### src/rtl/qs_mf_pkg.sv
package qs_mf_pkg;
  localparam int unsigned MF_LEN_DEF  = 20;
  localparam int unsigned GRP_LEN_DEF = 5;

  typedef enum logic [1:0] {
    EV_NONE = 2'd0,
    EV_GOOD = 2'd1,
    EV_BAD  = 2'd2
  } mf_ev_e;
endpackage

### src/rtl/qs_rx_align.sv
module qs_rx_align
  import qs_mf_pkg::*;
#(
  parameter int unsigned MF_LEN = MF_LEN_DEF,
  parameter int unsigned CNT_W  = $clog2(MF_LEN)
) (
  input  logic             clk,
  input  logic             rst_n,
  input  logic             fs_i,
  input  logic             m_i,
  output logic [CNT_W-1:0] idx_o,
  output logic             lock_nxt_o,
  output logic             locked_o,
  output logic             misalign_o
);
  localparam logic [CNT_W-1:0] LAST = CNT_W'(MF_LEN - 1);

  logic [CNT_W-1:0] cnt_q, cnt_d;
  logic seen_q, seen_d, pg_q, pg_d, pb_q, pb_d;
  logic lock_q, lock_d, mis_q, mis_d;
  logic at_last;
  mf_ev_e ev;

  always_comb begin
    at_last = (cnt_q == LAST);
    idx_o   = (m_i || at_last) ? '0 : cnt_q + CNT_W'(1);
    ev      = EV_NONE;
    cnt_d   = cnt_q;
    seen_d  = seen_q;
    mis_d   = mis_q;
    pg_d    = pg_q;
    pb_d    = pb_q;
    lock_d  = lock_q;
    if (fs_i) begin
      cnt_d = idx_o;
      if (m_i) begin
        seen_d = 1'b1;
        if (seen_q) begin
          ev = at_last ? EV_GOOD : EV_BAD;
          if (!at_last) mis_d = 1'b1;
        end
      end else if (seen_q && at_last) begin
        ev = EV_BAD;
      end
    end
    case (ev)
      EV_GOOD: begin
        pg_d = 1'b1;
        pb_d = 1'b0;
        if (pg_q) lock_d = 1'b1;
      end
      EV_BAD: begin
        pb_d = 1'b1;
        pg_d = 1'b0;
        if (pb_q) lock_d = 1'b0;
      end
      default: ;
    endcase
  end

  always_ff @(posedge clk or negedge rst_n) begin
    if (!rst_n) begin
      cnt_q  <= LAST;
      seen_q <= 1'b0;
      pg_q   <= 1'b0;
      pb_q   <= 1'b0;
      lock_q <= 1'b0;
      mis_q  <= 1'b0;
    end else begin
      cnt_q  <= cnt_d;
      seen_q <= seen_d;
      pg_q   <= pg_d;
      pb_q   <= pb_d;
      lock_q <= lock_d;
      mis_q  <= mis_d;
    end
  end

  assign lock_nxt_o = lock_d;
  assign locked_o   = lock_q;
  assign misalign_o = mis_q;

  a_r3_misalign_sticky: assert property (@(posedge clk) disable iff (!rst_n)
    mis_q |=> mis_q);
  a_r2_mark_zeroes_index: assert property (@(posedge clk) disable iff (!rst_n)
    (fs_i && m_i) |=> (cnt_q == '0));
  a_r4_lock_rises_on_mark: assert property (@(posedge clk) disable iff (!rst_n)
    $rose(lock_q) |-> $past(fs_i && m_i));
  a_r4_lock_falls_on_boundary: assert property (@(posedge clk) disable iff (!rst_n)
    $fell(lock_q) |-> $past(fs_i));
endmodule

### src/rtl/qs_q_collect.sv
module qs_q_collect #(
  parameter int unsigned N_GRP   = 4,
  parameter int unsigned GRP_LEN = 5,
  parameter int unsigned CNT_W   = 5
) (
  input  logic             clk,
  input  logic             rst_n,
  input  logic             fs_i,
  input  logic [CNT_W-1:0] idx_i,
  input  logic             lock_i,
  input  logic             fa_i,
  input  logic             q_ready_i,
  output logic             q_valid_o,
  output logic [N_GRP-1:0] q_data_o,
  output logic             q_ovr_o
);
  logic [N_GRP-1:0] sh_q, sh_d, nib, dat_q, dat_d;
  logic ok_q, ok_d, vld_q, vld_d, ovr_q, ovr_d, done;
  int unsigned idx_u, grp_u, off_u;

  always_comb begin
    idx_u = 32'(idx_i);
    grp_u = idx_u / GRP_LEN;
    off_u = idx_u % GRP_LEN;
    sh_d  = sh_q;
    ok_d  = ok_q;
    nib   = sh_q;
    done  = 1'b0;
    if (fs_i && off_u == 0) begin
      if (!lock_i) begin
        ok_d = 1'b0;
      end else begin
        nib[N_GRP-1-grp_u] = fa_i;
        sh_d = nib;
        ok_d = (grp_u == 0) ? 1'b1 : ok_q;
        done = (grp_u == N_GRP - 1) && ok_d;
      end
    end
  end

  always_comb begin
    vld_d = vld_q;
    dat_d = dat_q;
    ovr_d = ovr_q;
    if (done) begin
      vld_d = 1'b1;
      dat_d = nib;
      if (vld_q && !q_ready_i) ovr_d = 1'b1;
    end else if (vld_q && q_ready_i) begin
      vld_d = 1'b0;
    end
  end

  always_ff @(posedge clk or negedge rst_n) begin
    if (!rst_n) begin
      sh_q  <= '0;
      ok_q  <= 1'b0;
      vld_q <= 1'b0;
      dat_q <= '0;
      ovr_q <= 1'b0;
    end else begin
      sh_q  <= sh_d;
      ok_q  <= ok_d;
      vld_q <= vld_d;
      dat_q <= dat_d;
      ovr_q <= ovr_d;
    end
  end

  assign q_valid_o = vld_q;
  assign q_data_o  = dat_q;
  assign q_ovr_o   = ovr_q;

  a_r6_overrun_sticky: assert property (@(posedge clk) disable iff (!rst_n)
    ovr_q |=> ovr_q);
  a_r6_hold_until_taken: assert property (@(posedge clk) disable iff (!rst_n)
    (vld_q && !q_ready_i && !(fs_i && lock_i)) |=> (vld_q && $stable(dat_q)));
  a_r5_valid_from_locked_frame: assert property (@(posedge clk) disable iff (!rst_n)
    $rose(vld_q) |-> $past(fs_i && lock_i));
endmodule

### src/rtl/qs_tx_gen.sv
module qs_tx_gen #(
  parameter int unsigned MF_LEN  = 20,
  parameter int unsigned N_GRP   = 4,
  parameter int unsigned GRP_LEN = 5,
  parameter int unsigned CNT_W   = 5
) (
  input  logic             clk,
  input  logic             rst_n,
  input  logic             tx_go_i,
  input  logic             s_valid_i,
  output logic             s_ready_o,
  input  logic [N_GRP-1:0] s_data_i,
  output logic             tx_vld_o,
  output logic             tx_dat_o,
  output logic             tx_ctl_o,
  output logic             tx_m_o,
  output logic             tx_fa_o,
  output logic             tx_s_o
);
  localparam logic [CNT_W-1:0] LAST = CNT_W'(MF_LEN - 1);

  logic [CNT_W-1:0] tidx_q, tidx_d;
  logic [N_GRP-1:0] pend_q, pend_d, word_q, word_d, word_use;
  logic pv_q, pv_d;
  logic vld_q, vld_d, m_q, m_d, fa_q, fa_d, s_q, s_d;
  int unsigned tidx_u;

  always_comb begin
    tidx_u    = 32'(tidx_q);
    s_ready_o = !pv_q;
    word_use  = (tidx_q == '0 && pv_q) ? pend_q : word_q;
    tidx_d    = tidx_q;
    pend_d    = pend_q;
    pv_d      = pv_q;
    word_d    = word_q;
    vld_d     = 1'b0;
    m_d       = 1'b0;
    fa_d      = 1'b0;
    s_d       = 1'b0;
    if (tx_go_i) begin
      if (tidx_q == '0) begin
        word_d = word_use;
        pv_d   = 1'b0;
      end
      vld_d  = 1'b1;
      m_d    = (tidx_q == '0);
      fa_d   = (tidx_u % GRP_LEN) == 0;
      s_d    = word_use[N_GRP-1-(tidx_u / GRP_LEN)];
      tidx_d = (tidx_q == LAST) ? '0 : tidx_q + CNT_W'(1);
    end
    if (s_valid_i && !pv_q) begin
      pend_d = s_data_i;
      pv_d   = 1'b1;
    end
  end

  always_ff @(posedge clk or negedge rst_n) begin
    if (!rst_n) begin
      tidx_q <= '0;
      pend_q <= '0;
      pv_q   <= 1'b0;
      word_q <= '0;
      vld_q  <= 1'b0;
      m_q    <= 1'b0;
      fa_q   <= 1'b0;
      s_q    <= 1'b0;
    end else begin
      tidx_q <= tidx_d;
      pend_q <= pend_d;
      pv_q   <= pv_d;
      word_q <= word_d;
      vld_q  <= vld_d;
      m_q    <= m_d;
      fa_q   <= fa_d;
      s_q    <= s_d;
    end
  end

  assign tx_vld_o = vld_q;
  assign tx_dat_o = vld_q;
  assign tx_ctl_o = vld_q;
  assign tx_m_o   = m_q;
  assign tx_fa_o  = fa_q;
  assign tx_s_o   = s_q;

  a_r7_frame_follows_go: assert property (@(posedge clk) disable iff (!rst_n)
    vld_q == $past(tx_go_i));
  a_r7_mark_on_fa_frame: assert property (@(posedge clk) disable iff (!rst_n)
    m_q |-> (vld_q && fa_q));
  a_r8_busy_after_take: assert property (@(posedge clk) disable iff (!rst_n)
    (s_valid_i && s_ready_o) |=> !s_ready_o);
endmodule

### src/rtl/qs_multiframe.sv
module qs_multiframe
  import qs_mf_pkg::*;
#(
  parameter int unsigned MF_LEN  = MF_LEN_DEF,
  parameter int unsigned GRP_LEN = GRP_LEN_DEF,
  localparam int unsigned N_GRP  = MF_LEN / GRP_LEN,
  localparam int unsigned CNT_W  = $clog2(MF_LEN)
) (
  input  logic             clk,
  input  logic             rst_n,
  input  logic             rx_vld,
  input  logic             rx_dat,
  input  logic             rx_ctl,
  input  logic             rx_m,
  input  logic             rx_fa,
  output logic             mf_lock,
  output logic             mf_misalign,
  output logic             q_valid,
  input  logic             q_ready,
  output logic [N_GRP-1:0] q_data,
  output logic             q_overrun,
  input  logic             tx_go,
  input  logic             s_valid,
  output logic             s_ready,
  input  logic [N_GRP-1:0] s_data,
  output logic             tx_vld,
  output logic             tx_dat,
  output logic             tx_ctl,
  output logic             tx_m,
  output logic             tx_fa,
  output logic             tx_s
);
  logic             fs;
  logic [CNT_W-1:0] idx;
  logic             lock_nxt;

  assign fs = rx_vld && rx_dat && rx_ctl;

  qs_rx_align #(.MF_LEN(MF_LEN), .CNT_W(CNT_W)) u_align (
    .clk        (clk),
    .rst_n      (rst_n),
    .fs_i       (fs),
    .m_i        (rx_m),
    .idx_o      (idx),
    .lock_nxt_o (lock_nxt),
    .locked_o   (mf_lock),
    .misalign_o (mf_misalign)
  );

  qs_q_collect #(.N_GRP(N_GRP), .GRP_LEN(GRP_LEN), .CNT_W(CNT_W)) u_qcol (
    .clk       (clk),
    .rst_n     (rst_n),
    .fs_i      (fs),
    .idx_i     (idx),
    .lock_i    (lock_nxt),
    .fa_i      (rx_fa),
    .q_ready_i (q_ready),
    .q_valid_o (q_valid),
    .q_data_o  (q_data),
    .q_ovr_o   (q_overrun)
  );

  qs_tx_gen #(.MF_LEN(MF_LEN), .N_GRP(N_GRP), .GRP_LEN(GRP_LEN), .CNT_W(CNT_W)) u_tx (
    .clk       (clk),
    .rst_n     (rst_n),
    .tx_go_i   (tx_go),
    .s_valid_i (s_valid),
    .s_ready_o (s_ready),
    .s_data_i  (s_data),
    .tx_vld_o  (tx_vld),
    .tx_dat_o  (tx_dat),
    .tx_ctl_o  (tx_ctl),
    .tx_m_o    (tx_m),
    .tx_fa_o   (tx_fa),
    .tx_s_o    (tx_s)
  );

  a_r1_no_mark_effect_off_frame: assert property (@(posedge clk) disable iff (!rst_n)
    (!fs) |=> $stable(mf_misalign));
endmodule

### config.mk
export PLATFORM = sky130hd
export DESIGN_NAME = qs_multiframe
export DESIGN_NICKNAME = d
export VERILOG_FILES = /design/src/rtl/qs_mf_pkg.sv /design/src/rtl/qs_rx_align.sv /design/src/rtl/qs_q_collect.sv /design/src/rtl/qs_tx_gen.sv /design/src/rtl/qs_multiframe.sv
export SDC_FILE = /design/constraint.sdc
export NUM_CORES = 1
export LEC_CHECK = 0
export ABC_AREA = 1
export BUFFER_PORTS_ARGS = -buffer_cell sky130_fd_sc_hd__buf_2
export CORE_MARGIN = 4
export CORE_UTILIZATION = 30
export DETAILED_ROUTE_END_ITERATION = 6
export GPL_ROUTABILITY_DRIVEN = 0
export PLACE_DENSITY = 0.53
export SKIP_CTS_REPAIR_TIMING = 1
export SYNTH_ARGS = -nofsm -noshare
export SYNTH_HDL_FRONTEND = slang
export SYNTH_SLANG_ARGS = --single-unit
### constraint.sdc
create_clock -name clk -period 11.4 [get_ports clk]
set_input_delay 1.71 -clock clk [delete_from_list [all_inputs] [get_ports clk]]
set_output_delay 1.71 -clock clk [all_outputs]
set_load 0.01 [all_outputs]
== Word-level counts from Yosys, hierarchy flattened ==
Cells that the tools add are included.

* Bits in registers: 39
* Output and inout port bits: 15
* Logic and storage cells: 95

* Add/subtract/negate cells: 4
* Div/mod/pow operators: 4
* $lt $le $gt $ge: 3
* Eq/ne operators: 5
* Mux-type cells: 33
* Bitwise logic cells: 1
* Reductions and logical operators: 26

{| class="wikitable"
|+ Operators with widths
! operator !! number
|-
| 32-bit logical NOT || 3
|-
| 5-bit by 3-bit divider with 32-bit output (second input constant) || 2
|-
| 32-bit by 3-bit < comparator with 1-bit output (second input constant) || 2
|-
| 5-bit by 3-bit modulo with 32-bit output (second input constant) || 2
|-
| 2-bit by 32-bit subtractor with 32-bit output (first input constant) || 2
|-
| 32-bit by 2-bit == test with 1-bit output (second input constant) || 1
|-
| 32-bit by 1-bit >= comparator with 1-bit output (second input constant) || 1
|-
| 1-bit two-way mux || 17
|-
| 4-bit two-way mux || 3
|-
| 5-bit by 1-bit adder with 5-bit output (second input constant) || 2
|-
| 5-bit == test (second input constant) || 2
|-
| 1-bit logical AND || 10
|-
| 2-bit two-way mux || 5
|-
| 5-bit two-way mux || 2
|-
| 2-bit AND reduction || 4
|-
| 2-bit nonzero test || 4
|-
| 1-bit one-hot mux with 2 select lines || 3
|-
| 5-bit logical NOT || 1
|-
| 4-bit bitwise mux || 1
|-
| 4-bit AND reduction || 1
|-
| 1-bit binary-select mux with 2-bit select || 1
|-
| 1-bit demux with 2-bit select || 1
|-
| 2-bit by 1-bit == test with 1-bit output (second input constant) || 1
|-
| 2-bit == test (second input constant) || 1
|-
| 3 further kinds || 4
|}

== Logic depth before layout (Yosys ltp) ==
Gate-level depths: netlist of the first run.

* Depth in word-level cells: 12
* Depth in mapped cells: 37
* Gate-level depth less buffers: 35

== Hierarchy ==
A second synthesis of the first run with hierarchy kept.

* Cell total of the unflattened synthesis: 461
* Area total of the unflattened synthesis: 3,480.8 um^2

{| class="wikitable"
|+ Modules (own cells, without submodules)
! module !! times used !! cells an instance !! area an instance (um^2)
|-
| qs_tx_gen || 1 || 182 || 1,534.0
|-
| qs_q_collect || 1 || 197 || 1,278.7
|-
| qs_rx_align || 1 || 79 || 654.4
|-
| qs_multiframe || 1 || 3 || 13.8
|}

== Worst setup path after synthesis of the first run ==
No wires, ideal clock.

* Path kind: input to register
* From: input port rx_m
* To: register u_qcol.dat_q[1] (netlist: u_qcol.q_data_o[1])
* Setup time: 0.116 ns
* Arrival: 4.960 ns
* Slack: 6.324 ns
* Cell stages on the path: 32
* Cells stage by stage: inv_1 nand2_8 nor2_4 inv_1 ha_1 inv_1 o21ai_4 nand3_1 nand2_2 ha_1 nand3_1 nand2_1 nor2_2 nand3_2 buf_6 nand2_1 nand2_1 inv_1 ha_1 nand3b_2 nand2_2 nor2_2 nand2_2 buf_6 nand2_2 nand2_2 nor2_4 nand3_2 nor2_4 nand2_2 nand2_1 nand2_1

* Longest elaborated chain between the ends: 11

{| class="wikitable"
|+ Ends and longest elaborated chain
! what !! line !! text
|-
| start: declaration || qs_multiframe.sv:14 || <nowiki>input logic rx_m,</nowiki>
|-
| 1-bit logical OR || qs_rx_align.sv:26 || <nowiki>idx_o = (m_i || at_last) ? '0 : cnt_q + CNT_W'(1);</nowiki>
|-
| 5-bit two-way mux || qs_rx_align.sv:26 ||
|-
| 5-bit by 3-bit divider with 32-bit output || qs_q_collect.sv:23 || <nowiki>grp_u = idx_u / GRP_LEN;</nowiki>
|-
| 2-bit by 32-bit subtractor with 32-bit output || qs_q_collect.sv:33 || <nowiki>nib[N_GRP-1-grp_u] = fa_i;</nowiki>
|-
| 32-bit by 1-bit >= comparator with 1-bit output (implied by the code) / 32-bit by 3-bit < comparator with 1-bit output (equally long branches) || qs_q_collect.sv:33 ||
|-
| 1-bit logical AND (implied by the code) || qs_q_collect.sv:33 ||
|-
| 1-bit two-way mux (implied by the code) || qs_q_collect.sv:33 ||
|-
| 1-bit demux with 2-bit select || -- ||
|-
| 4-bit bitwise mux || qs_q_collect.sv:33 ||
|-
| 4-bit two-way mux || qs_q_collect.sv:30 || <nowiki>if (!lock_i) begin</nowiki>
|-
| 4-bit two-way mux || -- ||
|-
| end signal: assignment || qs_q_collect.sv:65 || <nowiki>dat_q <= dat_d;</nowiki>
|-
| end: declaration || qs_q_collect.sv:17 || <nowiki>logic [N_GRP-1:0] sh_q, sh_d, nib, dat_q, dat_d;</nowiki>
|}

Several ways; a longest one is shown, not always the timed one.
A chain may end at the register's enable or synchronous reset.

== Worst setup path after layout of the first run ==
Same ends and word-level chain as after synthesis.

==> out/results.txt, run 1 <==
Status - completed
Seq pwr share - 27.7%
Routed via count - 2,814
Layer with the highest usage - met2
Unrepaired setup endpoints after global routing - false
Clock power share - 14.2%
Initial Utilization - 30.74%
Final ANT Viol Nets - 0
WL per Instance - 11.10 um
Seq/Total Area, Yosys - 30.09%
Chip Width - 110.8 um
Leak - 1.911 nW
Critical Path Start Type - input pin
Post-synth cell types - 39
Setup ws final - 6034 ps
Max_cap viols - 0
Period utilization - 47.07%
Synth Warn # - 0
Sw frac - 48.50%
Area leader, netlist - dfrtp_1
Final wirelength - 6846 um
Final Non-Filler Cells - 617
Synthesized area - 3173 um^2
Ports - 29
Area of the die - 12,290 um^2
Nets - 512
CP peak stage delay - 240 ps
Critical path's top delay family - simple AND/OR/NAND/NOR gates
Num CTS Buffers - 5
Final setup vio count - 0
Core area - 10,320 um^2
Fin util - 34.19%
Post-synth top area share - 27.60%
CP max-delay cell - nand3_2
First-pass DRT Iterations - 4
Internal power - 356.8 uW
Drt via density - 4.561
Critical path type - input pin to register
Worst slew margin - 43.31%
Power Dens Cells - 196.3 nW/um^2
Placed cell count - 609
Mapped Avg Cell Area - 7.051 um^2
Crit path buffers/inverters - 5
Vias in the first global route - 2,706
Root cell of the clock tree - clkbuf_8
Area Growth Syn to Fin - 11.24%
Count of final hold-check violations - 0
Hold Worst Slack - 467.8 ps
DP Area - 3435 um^2
Ant. Diodes - 0
Clk buf depth - 2
Initial antenna violation count - 0
Maximum VDD drop - 0.00008943 V
Async S/R FF share, synth - 100.0%
Worst min path class - register to register
Post-synth EDFFs - 0
Setup TNS - 0 ps
Flop and latch count out of synthesis - 38
Combinational power share - 58.1%
Clock Sinks - 38
Fillers - 1,094
Power Total - 692.7 uW
Worst skew pair latency - 290 ps
H-tree levels - 2
Die Y - 110.8 um
Crit Path Max Fanout - 13
Net Switching - 336.0 uW
Post-route DRC - 0
Peak Freq - 0.1864 GHz
CTS tree - yes
Clock skew - 3.422 ps
Pins over their slew limit - 0
Congestion Overflow GR - 0
First-pass GRT wire length - 12,310 um
Pre-CTS WS - 5697 ps
Post-synthesis cell count - 450
Post-DP HPWL - 5544 um
Largest net degree at the start of global routing - 39
Mapped Nets - 482
Clk pin slew, worst setup/hold paths - 80 ps
Row count - 37
Met1 Usage GRT - 15.02%
Slew @ Worst Pin - 850.3 ps
Fin crit period - 5366 ps
Met2 GRT Util - 20.15%
Worst setup EP type - register
GRT Total Usage - 11.64%
Cell seen most often among critical-path stages - nand2_1
Critical Path RT - 11,590 ps
Layout cells sized above 1 - 20.17%
Post-route cell area - 3530 um^2
Area contributors post-synth - dfrtp_1 28%, nand2_1 15%, ha_1 7.1%
Critical Path AT - 5550 ps
Top_reg_cell synth - dfrtp_1
Grt met3 use - 2.074%
Port bufs - 28
Initial DRC count - 111
## routing by layer
metal | up-vias | wire (um)
met2 | 33 | 3220
met5 | - | 0
li1 | 1510 | -
met1 | 1264 | 3372
met4 | 0 | 87
met3 | 7 | 165
## power groups by stage
stage | Sequential, mW | Clock (mW) | Combinational, mW
global route | 0.197 | 0.111 | 0.469
global placement | 0.194 | 0 | 0.400
finish | 0.192 | 0.0984 | 0.402
floorplan | 0.188 | 0 | 0.329
CTS | 0.192 | 0.104 | 0.402
detailed placement | 0.194 | 0 | 0.400
## cells in the final DEF, fill, tap and decap left out, drive strengths merged
master,netlist,final
a21oi,8,8
a22oi,2,2
a31o,1,1
and2,1,1
and3,1,1
buf,5,28
clkbuf,0,6
clkinv,0,1
clkinvlp,0,1
dfrtp,35,35
dfstp,3,3
ha,18,18
inv,62,62
mux2,4,4
mux2i,4,4
nand2,154,154
nand3,42,42
nand3b,1,1
nand4,11,11
nor2,47,47
nor3,4,4
nor4,2,2
o2111ai,1,1
o211ai,2,2
o21a,1,1
o21ai,31,31
o21bai,2,2
o311ai,1,1
or3,1,1
xnor2,1,1
xor2,5,5
## worst paths after layout
| check | slack, ps | endpoint | startpoint | cells past startpoint |
|---|---|---|---|---|
| min in group asynchronous | 1530 | u_tx.tidx_q[0]$_DFFE_PN0P_ | rst_n | 1 |
| worst min register to register | 470 | u_align.misalign_o$_DFFE_PN0P_ | u_align.misalign_o$_DFFE_PN0P_ | 1 |
| max in group asynchronous | 9350 | u_align.pg_q$_DFFE_PN0N_ | rst_n | 1 |
| worst max-delay path | 6030 | u_qcol.q_data_o[1]$_DFFE_PN0P_ | rx_m | 30 |
| worst min-delay path | 470 | u_align.misalign_o$_DFFE_PN0P_ | u_align.misalign_o$_DFFE_PN0P_ | 1 |
| worst max register to register | 6850 | u_qcol.q_data_o[1]$_DFFE_PN0P_ | u_align.cnt_q[0]$_DFFE_PN1P_ | 31 |
## cell type report
class / instances / area (um^2) / share of cell area, %
Clock inverter: 2 / 12.51 / 0.3545
Sequential cell: 38 / 954.7 / 27.05
Inverter: 62 / 232.7 / 6.593
Multi-Input combinational cell: 345 / 1937 / 54.87
Timing Repair Buffer: 28 / 140.1 / 3.970
Tap cell: 136 / 170.2 / 4.821
Clock buffer: 6 / 82.58 / 2.340
## cells by family after synthesis
kind of cell	share of synthesized area, %
compound gates	9.227
xor+xnor	1.656
fa+ha+maj	7.098
buf+inv	8.872
flops	30.09
mux	2.681
simple gates	40.38
## state kept, by name (all words and copies together), names as in the netlist, 3 cells and up
| name | cells |
|---|---|
| u_qcol.sh_q | 3 |
| u_qcol.q_data_o | 4 |
| u_tx.tidx_q | 5 |
| u_tx.word_q | 4 |
| u_align.cnt_q | 5 |
| u_tx.pend_q | 4 |
## cell usage after synthesis (2+ instances only)
| library cell | number |
|---|---|
| a21oi_1 | 8 |
| a22oi_1 | 2 |
| buf_4 | 2 |
| buf_6 | 3 |
| dfrtp_1 | 35 |
| dfstp_2 | 3 |
| ha_1 | 18 |
| inv_1 | 57 |
| inv_2 | 5 |
| mux2_2 | 4 |
| mux2i_1 | 4 |
| nand2_1 | 130 |
| nand2_2 | 22 |
| nand3_1 | 38 |
| nand3_2 | 4 |
| nand4_1 | 10 |
| nor2_1 | 33 |
| nor2_2 | 7 |
| nor2_4 | 6 |
| nor3_1 | 4 |
| nor4_1 | 2 |
| o211ai_1 | 2 |
| o21ai_0 | 30 |
| o21bai_2 | 2 |
| xor2_1 | 5 |
No activity file was read; power rests on OpenSTA's default activity.
==> inputs of run 2 (changes only) <==
--- a/config.mk
+++ b/config.mk
@@ -11,7 +11,7 @@
 export CORE_UTILIZATION = 30
 export DETAILED_ROUTE_END_ITERATION = 6
 export GPL_ROUTABILITY_DRIVEN = 0
-export PLACE_DENSITY = 0.53
+export PLACE_DENSITY = 0.55
 export SKIP_CTS_REPAIR_TIMING = 1
 export SYNTH_ARGS = -nofsm -noshare
 export SYNTH_HDL_FRONTEND = slang
==> constraint.sdc (replaced) <==
create_clock -name clk -period 4.4 [get_ports clk]
set_input_delay 0.66 -clock clk [delete_from_list [all_inputs] [get_ports clk]]
set_output_delay 0.66 -clock clk [all_outputs]
set_load 0.01 [all_outputs]
==> run 2 against run 1 <==
  * Routed wire length up 2.4%
  * First-iteration DRC count is 24% lower
  * Die area stayed put
  * Setup slack lost 5700 ps
  * Total power rose to 2.6 times the previous value
  * Global-route usage fell by 0.054 points
  * Design area rose by 3.1%
  * Clock-buffer cell count stayed put
  * Flip-flop and latch count unchanged
  * Non-clock buffer count up 7
  * Core utilization up 1.1 points
  * Via count up 3.3%
  * Critical endpoint is now u_qcol.q_data_o[2]$_DFFE_PN0P_
==> out/results.txt, run 2 (synthesis results as in run 1) <==
Status - completed
Post-route DRC - 0
FF-to-FF path depth - 31
First-pass GRT wire length - 12,410 um
CP max-delay cell - dfstp_2
Final setup vio count - 0
Drt via density - 4.653
Worst setup EP type - register
Worst min path class - input pin to asynchronous set/reset pin
First-pass DRT Iterations - 5
Area Growth Syn to Fin - 14.67%
Period utilization - 91.48%
Fin util - 35.24%
Power Dens Cells - 498.4 nW/um^2
Root cell of the clock tree - clkbuf_8
Port bufs - 28
Net Switching - 877.1 uW
Crit Path Max Fanout - 6
Leak - 1.968 nW
Max_cap viols - 0
Setup TNS - 0 ps
Count of final hold-check violations - 0
CTS tree - yes
Critical path type - register to register
Largest registers - u_align.cnt_q: 5 flops, u_tx.tidx_q: 5 flops
H-tree levels - 2
Critical Path AT - 4200 ps
Fillers - 1,111
GRT Total Usage - 11.59%
Ports - 29
Internal power - 936.5 uW
Met2 routed WL - 3446 um
Routed via count - 2,908
Seq pwr share - 27.5%
Final ANT Viol Nets - 0
Cell seen most often among critical-path stages - nand2_1
Reg2Reg Launch Point - u_align.cnt_q[0]$_DFFE_PN1P_
Fin crit period - 4025 ps
Initial DRC count - 84
WL per Instance - 11.22 um
Ant. Diodes - 0
Peak Freq - 0.2485 GHz
Met3 Wirelength - 191 um
Sw frac - 48.36%
Critical path startpoint - u_align.cnt_q[0]$_DFFE_PN1P_
Worst skew pair latency - 290 ps
Met1 WL - 3292 um
Post-DP HPWL - 5623 um
Clock skew - 9.537 ps
Placed cell count - 611
Flop-to-flop setup slack - 380 ps
Clock Sinks - 38
Chip Width - 110.8 um
Critical Path RT - 4580 ps
Layout cells sized above 1 - 23.93%
Area of the die - 12,290 um^2
Initial antenna violation count - 0
R2R Path End - u_qcol.q_data_o[2]$_DFFE_PN0P_
Num CTS Buffers - 5
Initial Utilization - 30.74%
Sequential cell area - 954.7 um^2
Combinational power share - 58.6%
Vias in the first global route - 2,773
Final wirelength - 7011 um
Worst slew margin - 43.36%
Clk pin slew, worst setup/hold paths - 80 ps
Pins over their slew limit - 0
Unrepaired setup endpoints after global routing - false
Most frequent cells in the layout - 126 x nand2_1, 54 x inv_1, 37 x nand3_1
Critical Path Start Type - register
Core area - 10,320 um^2
Congestion Overflow GR - 0
Clk buf depth - 2
Nets - 520
Combined area of the multi-input logic cells - 1993 um^2
Die Y - 110.8 um
Largest net degree at the start of global routing - 39
CP peak stage delay - 590 ps
Hold Worst Slack - 466.4 ps
Final Non-Filler Cells - 625
DR top layer - met4
Clock power share - 13.9%
Slew @ Worst Pin - 849.6 ps
Commonest non-fill, non-tap cell in the layout - nand2_1
Row count - 37
Maximum VDD drop - 0.0002454 V
==> run 2: worst max-delay path by stage <==
stage                                          end  slack [ps]  cells past startpoint
finish              u_qcol.q_data_o[2]$_DFFE_PN0P_         380                     31
global route        u_qcol.q_data_o[3]$_DFFE_PN0P_          10                     32
CTS                 u_qcol.q_data_o[1]$_DFFE_PN0P_          10                     31
detailed placement  u_qcol.q_data_o[1]$_DFFE_PN0P_         -40                     30
global placement    u_qcol.q_data_o[3]$_DFFE_PN0P_         170                     30
floorplan           u_qcol.q_data_o[1]$_DFFE_PN0P_         370                     32
==> run 2: area by class of cell <==
| cell class | instances | share of cell area (%) |
|---|---|---|
| Inverter | 62 | 6.396 |
| Tap cell | 136 | 4.677 |
| Clock buffer | 6 | 2.270 |
| Multi-Input combinational cell | 346 | 54.78 |
| Sequential cell | 38 | 26.24 |
| Timing Repair Buffer | 35 | 5.296 |
| Clock inverter | 2 | 0.3439 |
==> run 2: power groups by stage <==
stage / Clock (mW) / Sequential [mW] / Combinational [mW]
3_5_place_dp: 0 / 0.503 / 1.04
3_3_place_gp: 0 / 0.502 / 1.03
5_1_grt: 0.281 / 0.513 / 1.24
2_1_floorplan: 0 / 0.488 / 0.853
4_1_cts: 0.268 / 0.496 / 1.05
6_report: 0.253 / 0.499 / 1.06
==> run 2: critical path: cells and delay by family, from the launching register on <==
kind            cells  cell delay, ps
compound gates      1              90
fa+ha+maj           4             710
buf+inv             4             260
flops               1             590
simple gates       22            2250
==> run 2: per-stage QoR <==
step	instance area, um^2	worst slack [ps]	total power, mW
6_report	3638	375.1	1.814
5_1_grt	3638	11.09	2.033
4_1_cts	3545	13.68	1.809
3_5_place_dp	3450	-36.97	1.544
3_3_place_gp	3450	166.8	1.534
2_1_floorplan	3173	373.5	1.341
==> run 2: layer usage <==
metal  global-route usage (%)  vias up
met1                    14.77     1333
met4                    2.709        0
met5                        0        -
met3                    1.965        6
met2                    20.39       45
li1                         -     1524
